$ cat config.mk
export PLATFORM = sky130hd
export DESIGN_NAME = pci_addr_parity_guard
export DESIGN_NICKNAME = d
export VERILOG_FILES = /design/src/rtl/apar_pkg.sv /design/src/rtl/apar_check.sv /design/src/rtl/apar_claim.sv /design/src/rtl/apar_status.sv /design/src/rtl/pci_addr_parity_guard.sv
export SDC_FILE = /design/constraint.sdc
export NUM_CORES = 1
export LEC_CHECK = 0
export ABC_AREA = 1
export ABC_CLOCK_PERIOD_IN_PS = 1950
export BUFFER_PORTS_ARGS = -buffer_cell sky130_fd_sc_hd__buf_2
export CORE_MARGIN = 2
export CORE_UTILIZATION = 56
export CTS_BUF_LIST = sky130_fd_sc_hd__clkbuf_4 sky130_fd_sc_hd__clkbuf_8
export DETAILED_ROUTE_END_ITERATION = 10
export PLACE_DENSITY_LB_ADDON = 0.15
export SLEW_MARGIN = 10
export SYNTH_ARGS = -nofsm -noshare
export SYNTH_HDL_FRONTEND = slang
export SYNTH_HIERARCHICAL = 1
export SYNTH_SLANG_ARGS = --single-unit
$ cat constraint.sdc
create_clock -name clk -period 1.95 [get_ports clk]
set_input_delay 0.585 -clock clk [delete_from_list [all_inputs] [get_ports clk]]
set_output_delay 0.585 -clock clk [all_outputs]
set_load 0.02 [all_outputs]
$ cat src/rtl/apar_pkg.sv
// Package: shared status-bit positions and types for the address parity guard.
// Assumes: software writes a 2-bit clear mask whose bit positions match these.
package apar_pkg;
    localparam int STS_W   = 2;
    localparam int STS_DPE = 0;  // detected parity error
    localparam int STS_SSE = 1;  // signaled system error
    typedef logic [STS_W-1:0] sts_t;
endpackage

$ cat src/rtl/apar_check.sv
// Module: apar_check
// Finds the address phase, latches address, command and hit, then on the next
// clock checks even parity against PAR. chk_now is high during the clock
// whose closing edge samples PAR.
// Assumes: FRAME# is deasserted for at least one clock between transactions.
module apar_check #(
    parameter int AD_W  = 32,
    parameter int CBE_W = AD_W / 8
) (
    input  logic             clk,
    input  logic             rst_n,
    input  logic             frame_n,
    input  logic [AD_W-1:0]  ad,
    input  logic [CBE_W-1:0] cbe_n,
    input  logic             par,
    input  logic             tgt_hit,
    output logic             chk_now,
    output logic             par_err,
    output logic             hit_q
);
    logic             frame_q;
    logic             addr_phase;
    logic [AD_W-1:0]  ad_q;
    logic [CBE_W-1:0] cbe_q;

    // Purpose: flag the first clock with FRAME# newly asserted.
    assign addr_phase = frame_q && !frame_n;

    // Purpose: remember FRAME# and mark the clock that follows an address phase.
    always_ff @(posedge clk) begin
        if (!rst_n) begin
            frame_q <= 1'b1;
            chk_now <= 1'b0;
        end else begin
            frame_q <= frame_n;
            chk_now <= addr_phase;
        end
    end

    // Purpose: hold the address-phase lines until PAR arrives.
    always_ff @(posedge clk) begin
        if (!rst_n) begin
            ad_q  <= '0;
            cbe_q <= '0;
            hit_q <= 1'b0;
        end else if (addr_phase) begin
            ad_q  <= ad;
            cbe_q <= cbe_n;
            hit_q <= tgt_hit;
        end
    end

    // Purpose: even parity check over address, command and PAR.
    assign par_err = chk_now && (^{ad_q, cbe_q, par});

    // a parity check spans exactly one clock per address phase
    p_chk_single_r1: assert property (@(posedge clk) disable iff (!rst_n)
        chk_now |=> !chk_now);
endmodule

$ cat src/rtl/apar_claim.sv
// Module: apar_claim
// Drives DEVSEL# for a decoded hit unless an address parity error must
// suppress the claim. FAST_CLAIM picks fast timing (decision taken from PAR
// on the edge that samples it) or medium timing (decision registered first).
// Assumes: hit decode is already latched at the address phase.
module apar_claim #(
    parameter bit FAST_CLAIM = 1'b1
) (
    input  logic clk,
    input  logic rst_n,
    input  logic frame_n,
    input  logic chk_now,
    input  logic par_err,
    input  logic hit_q,
    input  logic cfg_perr_resp,
    output logic devsel_n
);
    logic claim_ok;
    logic claim_go;

    // Purpose: claim on a hit unless parity response vetoes it.
    assign claim_ok = chk_now && hit_q && !(par_err && cfg_perr_resp);

    generate
        if (FAST_CLAIM) begin : g_fast
            // Purpose: fast slot uses the decision directly.
            assign claim_go = claim_ok;

            // suppressed claim never drives DEVSEL# in fast timing
            p_no_claim_fast_r2: assert property (@(posedge clk) disable iff (!rst_n)
                (chk_now && par_err && cfg_perr_resp) |=> devsel_n);
        end else begin : g_medium
            logic claim_q;
            // Purpose: medium slot waits one clock for a registered decision.
            always_ff @(posedge clk) begin
                if (!rst_n) claim_q <= 1'b0;
                else        claim_q <= claim_ok;
            end
            assign claim_go = claim_q;

            // suppressed claim never drives DEVSEL# in medium timing
            p_no_claim_med_r2: assert property (@(posedge clk) disable iff (!rst_n)
                (chk_now && par_err && cfg_perr_resp) |=> ##1 devsel_n);
        end
    endgenerate

    // Purpose: assert DEVSEL# on a claim, release it once FRAME# is seen high.
    always_ff @(posedge clk) begin
        if (!rst_n)                   devsel_n <= 1'b1;
        else if (claim_go)            devsel_n <= 1'b0;
        else if (!devsel_n && frame_n) devsel_n <= 1'b1;
    end

    // a held claim is released after FRAME# is sampled high
    p_release_r8: assert property (@(posedge clk) disable iff (!rst_n)
        (!devsel_n && frame_n && !claim_go) |=> devsel_n);
endmodule

$ cat src/rtl/apar_status.sv
// Module: apar_status
// Keeps the sticky write-1-to-clear status bits and produces the one-clock
// SERR# pulse. Setting wins over clearing in the same clock.
// Assumes: par_err is valid only in the clock that samples PAR.
module apar_status
    import apar_pkg::*;
(
    input  logic clk,
    input  logic rst_n,
    input  logic par_err,
    input  logic cfg_perr_resp,
    input  logic cfg_serr_en,
    input  logic sts_wr,
    input  sts_t sts_wdata,
    output logic serr_n,
    output sts_t sts
);
    sts_t set_v;
    sts_t clr_v;

    // Purpose: work out which bits to set and which to clear this clock.
    always_comb begin
        set_v          = '0;
        set_v[STS_DPE] = par_err;
        set_v[STS_SSE] = par_err && cfg_perr_resp && cfg_serr_en;
        clr_v          = sts_wr ? sts_wdata : '0;
    end

    // Purpose: sticky status with set priority over clear.
    always_ff @(posedge clk) begin
        if (!rst_n) sts <= '0;
        else        sts <= set_v | (sts & ~clr_v);
    end

    // Purpose: one-clock active-low system-error pulse.
    always_ff @(posedge clk) begin
        if (!rst_n) serr_n <= 1'b1;
        else        serr_n <= !set_v[STS_SSE];
    end

    // system-error pulse lasts one clock
    p_serr_pulse_r5: assert property (@(posedge clk) disable iff (!rst_n)
        !serr_n |=> serr_n);
    // pulse only follows a clock with both controls enabled
    p_serr_gate_r5: assert property (@(posedge clk) disable iff (!rst_n)
        !serr_n |-> $past(cfg_perr_resp && cfg_serr_en));
    // signaled-system-error is never set without detected-parity-error
    p_sse_with_dpe_r5: assert property (@(posedge clk) disable iff (!rst_n)
        $rose(sts[STS_SSE]) |-> sts[STS_DPE]);
    // detected-parity-error holds unless a clear is written
    p_dpe_sticky_r6: assert property (@(posedge clk) disable iff (!rst_n)
        (sts[STS_DPE] && !(sts_wr && sts_wdata[STS_DPE])) |=> sts[STS_DPE]);
endmodule

$ cat src/rtl/pci_addr_parity_guard.sv
// Module: pci_addr_parity_guard (top)
// Address-phase parity checking for a PCI-style target: parity check, claim
// suppression, system-error pulse and write-1-to-clear status bits.
// Assumes: address decode happens outside and arrives on tgt_hit during the
// address phase; data-phase parity is handled elsewhere.
module pci_addr_parity_guard
    import apar_pkg::*;
#(
    parameter int AD_W       = 32,
    parameter bit FAST_CLAIM = 1'b1
) (
    input  logic              clk,
    input  logic              rst_n,
    input  logic              frame_n,
    input  logic [AD_W-1:0]   ad,
    input  logic [AD_W/8-1:0] cbe_n,
    input  logic              par,
    input  logic              tgt_hit,
    input  logic              cfg_perr_resp,
    input  logic              cfg_serr_en,
    input  logic              sts_wr,
    input  logic [1:0]        sts_wdata,
    output logic              devsel_n,
    output logic              serr_n,
    output logic              stat_dpe,
    output logic              stat_sse
);
    localparam int CBE_W = AD_W / 8;

    logic chk_now;
    logic par_err;
    logic hit_q;
    sts_t sts;

    apar_check #(.AD_W(AD_W), .CBE_W(CBE_W)) u_check (
        .clk     (clk),
        .rst_n   (rst_n),
        .frame_n (frame_n),
        .ad      (ad),
        .cbe_n   (cbe_n),
        .par     (par),
        .tgt_hit (tgt_hit),
        .chk_now (chk_now),
        .par_err (par_err),
        .hit_q   (hit_q)
    );

    apar_claim #(.FAST_CLAIM(FAST_CLAIM)) u_claim (
        .clk           (clk),
        .rst_n         (rst_n),
        .frame_n       (frame_n),
        .chk_now       (chk_now),
        .par_err       (par_err),
        .hit_q         (hit_q),
        .cfg_perr_resp (cfg_perr_resp),
        .devsel_n      (devsel_n)
    );

    apar_status u_status (
        .clk           (clk),
        .rst_n         (rst_n),
        .par_err       (par_err),
        .cfg_perr_resp (cfg_perr_resp),
        .cfg_serr_en   (cfg_serr_en),
        .sts_wr        (sts_wr),
        .sts_wdata     (sts_wdata),
        .serr_n        (serr_n),
        .sts           (sts)
    );

    // Purpose: bring the status bits out by name.
    assign stat_dpe = sts[STS_DPE];
    assign stat_sse = sts[STS_SSE];

    // status bits are clear in the clock after reset
    p_reset_clear_r9: assert property (@(posedge clk)
        $past(!rst_n) |-> (!stat_dpe && !stat_sse && serr_n && devsel_n));
endmodule

* Word-level counts from Yosys, hierarchy flattened
Index checks and enable logic that the tools add are counted.
** Word-level totals
- Word-level logic and storage cells :: 27
- Input bits :: 46
- Output and inout port bits :: 4
- Flip-flop bits (word level) :: 43
** Operators by class
- Bitwise logic cells :: 3
- Reduce and logical (&&, ||, !) cells :: 13
- Muxes and demuxes :: 3
** Operators with widths (count)
- $reduce_xor A37 Y1 :: 1
- $logic_and A1 B1 Y1 :: 7
- $logic_not A1 Y1 :: 4
- $and A2 B2 Y2 :: 1
- $mux W1 :: 2
- $mux W2 :: 1
- $not A2 Y2 :: 1
- $or A2 B2 Y2 :: 1
- $reduce_bool A2 Y1 :: 1

* Logic depth before layout (Yosys ltp)
- Depth in word-level cells :: 6
- Mapped depth :: 18
- Gate-level depth less buffers :: 18

* Cells and area by module
The synthesis kept the hierarchy.
** Modules (own cells, without submodules)
- apar_check :: instances 1, cells an instance 357, area each 2112.0 µm², seq. area each 780.7 µm²
- apar_status :: instances 1, cells an instance 12, area each 105.1 µm², seq. area each 60.1 µm²
- apar_claim :: instances 1, cells an instance 8, area each 48.8 µm², seq. area each 20.0 µm²

* Worst setup path after synthesis
No wires, ideal clock.
- Path kind :: input port to flip-flop
- Start :: input par
- End :: register u_claim.devsel_n
- Buffers on the path :: 0
- Data required time :: 1.892 ns
- Arrival time :: 1.624 ns
- Cell stages on the path :: 18
- Setup time :: 0.058 ns
- Path slack :: 0.268 ns
- Cell sequence :: inv_1 -> nand2_1 -> nand2_1 -> inv_1 -> nand2_1 -> nand2_1 -> nand2_1 -> nand2_1 -> nand2_1 -> nand2_1 -> nand2_2 -> nand3_2 -> nand2_1 -> nor2_1 -> nand2_1 -> nand2_1 -> nand2_1 -> nand2_1
** Between the ends
- Longest elaborated chain between the ends :: 6
- Elaborated cells between the ends (all ways) :: 7
- Those cells by class :: mux: 1; reduce/logical: 6
** RTL lines
- start, declared :: RTL line pci_addr_parity_guard.sv:17 : input logic par,
- $reduce_xor A37 Y1 (*) :: RTL line apar_check.sv:54 : assign par_err = chk_now && (^{ad_q, cbe_q, par});
- $logic_and A1 B1 Y1 (*) :: RTL line apar_check.sv:54
- via par_err :: RTL line pci_addr_parity_guard.sv:31 : logic par_err;
- $logic_and A1 B1 Y1 (*) :: RTL line apar_claim.sv:22 : assign claim_ok = chk_now && hit_q && !(par_err && cfg_perr_resp);
- $logic_not A1 Y1 (*) :: RTL line apar_claim.sv:22
- $logic_and A1 B1 Y1 (*) :: RTL line apar_claim.sv:22
- $mux W1 / $reduce_bool A2 Y1 (equally long branches)
- end signal, assigned :: RTL line apar_claim.sv:49 : if (!rst_n) devsel_n <= 1'b1;
- end signal, assigned :: RTL line apar_claim.sv:50 : else if (claim_go) devsel_n <= 1'b0;
- end signal, assigned :: RTL line apar_claim.sv:51 : else if (!devsel_n && frame_n) devsel_n <= 1'b1;
- end, declared :: RTL line apar_claim.sv:16 : output logic devsel_n
The timed path passes the listed nets; every way through them passes the cells marked *.
A chain may end at the register's enable or synchronous reset.

* Final worst setup path
- Start :: register u_check.ad_q[19]
- End :: register u_claim.devsel_n
** Between the ends
- Longest elaborated chain between the ends :: 6
- Elaborated cells between the ends (all ways) :: 7
- Those cells by class :: mux: 1; reduce/logical: 6
** RTL lines
- start, declared :: RTL line apar_check.sv:23 : logic [AD_W-1:0] ad_q;
- start signal, assigned :: RTL line apar_check.sv:43 : ad_q <= '0;
- start signal, assigned :: RTL line apar_check.sv:47 : ad_q <= ad;
- $reduce_xor A37 Y1 (*) :: RTL line apar_check.sv:54
- $logic_and A1 B1 Y1 (*) :: RTL line apar_check.sv:54
- via par_err :: RTL line pci_addr_parity_guard.sv:31
- $logic_and A1 B1 Y1 (*) :: RTL line apar_claim.sv:22
- $logic_not A1 Y1 (*) :: RTL line apar_claim.sv:22
- $logic_and A1 B1 Y1 (*) :: RTL line apar_claim.sv:22
- $mux W1 / $reduce_bool A2 Y1 (equally long branches)
Marks and branches as above.

==> impl_results.md <==
* Final Setup Violations at 0
* Power, Total at 2.22 mW
* Share of cells above drive strength 1 at 16.2%
* Seq pwr share at 44.7%
* RR Startpoint: u_check/ad_q[19]
* Max-slew violations at 0
* Final Non-Filler Cells at 476
* RePlAce Congestion at 0.693
* CP peak stage delay at 0.39 ns
* Buffers & Inverters on Critical Path at 0
* Min-Delay Path Class: reg -> reg
* Vias in the first global route at 1998
* Antenna violations before repair at 0
* Final period utilization at 86.2%
* Vias per cell at 4.74
* Core ar. at 3940 µm²
* Die Y at 67.6 µm
* Slowest-stage cell, CP: dfxtp_1
* GRT Max-Usage Layer: met2
* GRT Util Overall at 22.2%
* I/O Pins at 50
* Clock Latency Late Sink at 0.29 ns
* Crit path max fanout at 3
* Hold Crit Start: u_status/sts[0]
* Pwr Density at 822 nW/µm²
* Placed inst area at 2570 µm²
* ANT cells at 0
* Worst vdd ir at 0.594 mV
* RSZ-0062 raised after global routing: false
* Worst clock skew at 0.00776 ns
* Max-cap violations at 0
* Vias at 2256
* Largest net degree at the start of global routing at 44
* Routing usage on met3 at 6.83%
* CP endpoint kind: flip-flop
* Worst Tran Pin Value at 0.509 ns
* Port bufs at 49
* Syn_nets at 423
* CTS tree: yes
* CTS root buf: clkbuf_8
* Rows at 23
* Routed Antenna Nets at 0
* Initial core utilization at 57.5%
* Final Critical Period at 1.68 ns
* Final hold slack at 0.474 ns
* Synth unique cells at 16
* Syn Area/Cell at 6.01 µm²
* Sw Pwr at 0.672 mW
* Clk pwr share at 30.7%
* M1 GR Usage at 23.7%
* Wire per inst at 9.51 µm
* Yosys synthesis warning count at 6
* Worst-path clk slew at 0.08 ns
* Fin Setup TNS at 0 ns
* Hold_buf cts at 0
* DRT iter0 DRCs at 105
* Hpwl dp at 3.37 mm
* P_int at 1.55 mW
* Outcome: completed
* Most frequent CP cell: nand2_1
* Sequential area share after synthesis at 38.0%
* Layout Nets at 472
* Fillers at 375
* CTS Buffer Depth at 2
* Final wirelength at 4.53 mm
* DRT Pass-1 Iters at 4
* Final hold viol count at 0
* CP startpoint: u_check/ad_q[19]
* Synth Instances at 377
* CP delay by family, top: simple AND/OR/NAND/NOR gates
* Sw frac at 30.3%
* Logic pwr share at 24.7%
* Synth Cell Area at 2270 µm²
* Yosys reg bits at 43
* CP Launch Type: flip-flop
* Fmax at 595 MHz
* CP Cell Sequence: xor2_1 -> nand2_1 -> nand2_1 -> nand2_1 -> nand2_1 -> nand2_1 -> nand2_1 -> nand2_2 -> nand3_2 -> nand2_1 -> nor2_4 -> nand2_1 -> nand2_1 -> nand2_1 -> nand2_1
* Kind of critical path: reg -> reg
* Final Cell Area at 2700 µm²
* CTS Sinks at 43
* Area grow syn2layout at 19.1%
* Static Leak at 1.45 nW
* CTS HTree Levels at 2
* Inst Count DP at 469
* DIE AREA at 4570 µm²
* Cts bufs inserted at 5
* Worst path arrival time at 1.92 ns
* Grt met2 use at 41.5%
* Die W at 67.6 µm
* GRT overflow at 0
* CP required at 2.19 ns
* First-pass GRT wire length at 7.69 mm
* Slew headroom at 66.1%
* Residual DRC at 0
==> layout by cell type, fill, tap and decap left out, drive strengths merged <==
cell type	Yosys	routed
nand4	1	1
bufinv	0	1
or2	1	1
xor2	4	4
buf	2	53
inv	35	35
dfxtp	43	43
nand2	171	171
nor2	40	40
o21ai	37	37
clkbuf	9	6
a21oi	23	23
nand3	5	5
xnor2	6	6
==> worst paths after layout <==
| kind | to | cells after the start | slack (ns) |
|---|---|---|---|
| worst max register to register | u_claim/devsel_n | 15 | 0.27 |
| worst min register to register | u_status/sts[0] | 2 | 0.47 |
| worst min-delay path | u_status/sts[0] | 2 | 0.47 |
| worst max-delay path | u_claim/devsel_n | 15 | 0.27 |
==> per-layer routing <==
| metal | up-vias | wire [µm] | share of wire [%] |
|---|---|---|---|
| met5 | - | 0 | 0 |
| met4 | 0 | 26 | 0.57 |
| met3 | 2 | 152 | 3.4 |
| met2 | 30 | 2340 | 52 |
| met1 | 972 | 2000 | 44 |
| li1 | 1252 | - | - |
==> Yosys cell counts (all sizes together) <==
cell type | n | share of area (%)
nand2 | 171 | 28
nor2 | 40 | 6.6
or2 | 1 | 0.28
inv | 35 | 5.8
o21ai | 37 | 8.2
nand3 | 5 | 1.3
dfxtp | 43 | 38
a21oi | 23 | 5.1
xor2 | 4 | 1.5
nand4 | 1 | 0.55
buf | 2 | 0.39
xnor2 | 6 | 2.3
clkbuf | 9 | 1.5
==> worst reg2reg max path, delay by kind of cell, from the launching register on <==
kind          cells  cell delay, ns
simple gates     14            1.03
flops             1            0.39
xor+xnor          1            0.21
==> final cells by class <==
class,instances,area [µm²],share of cell area (%)
Timing Repair Buffer,53,288,10.7
Tap cell,50,62.6,2.32
Clock buffer,6,76.3,2.83
Multi-Input combinational cell,288,1250,46.2
Clock inverter,1,30.0,1.11
Inverter,35,131,4.87
Sequential cell,43,863,32.0
==> stage by stage <==
step / setup slack (ns) / util [%]
after floorplan: 0.268 / -
after global placement: 0.0552 / 65.3
after detailed placement: 0.00870 / 65.3
after CTS: 0.200 / 68.0
after global routing: 0.0252 / 68.5
final: 0.269 / 68.5
==> logic make-up (layout without fill, tap and decap cells) <==
kind of cell              count (synthesis)  in the layout  synth area share [%]
AOI/OAI and AO/OA                        60             60                  13.3
and+or+nand+nor                         218            218                  37.2
buffers and inverters                    46             95                  7.68
xor gates and xnor gates                 10             10                  3.87
DFF                                      43             43                  38.0
==> repair_timing <==
| item | CTS | global route |
|---|---|---|
| endpoints found under the setup margin | 0 | 4 |
| setup buffers | 0 | 0 |
| gates resized for setup | 0 | 7 |
==> power groups by stage <==
stage / Clock (mW) / Combinational (mW) / Sequential (mW)
2_1_floorplan: 0 / 0.397 / 1.01
4_1_cts: 0.699 / 0.536 / 0.989
6_report: 0.680 / 0.547 / 0.990
3_3_place_gp: 0 / 0.514 / 1.01
5_1_grt: 0.738 / 0.645 / 1.00
3_5_place_dp: 0 / 0.532 / 1.01
==> registers in the layout (all words and copies together) (netlist names) <==
register          flops
u_check/frame_q       1
u_status/serr_n       1
u_check/hit_q         1
u_status/sts          2
u_claim/devsel_n      1
u_check/cbe_q         4
u_check/chk_now       1
u_check/ad_q         32
(Power assumes the default switching activity.)
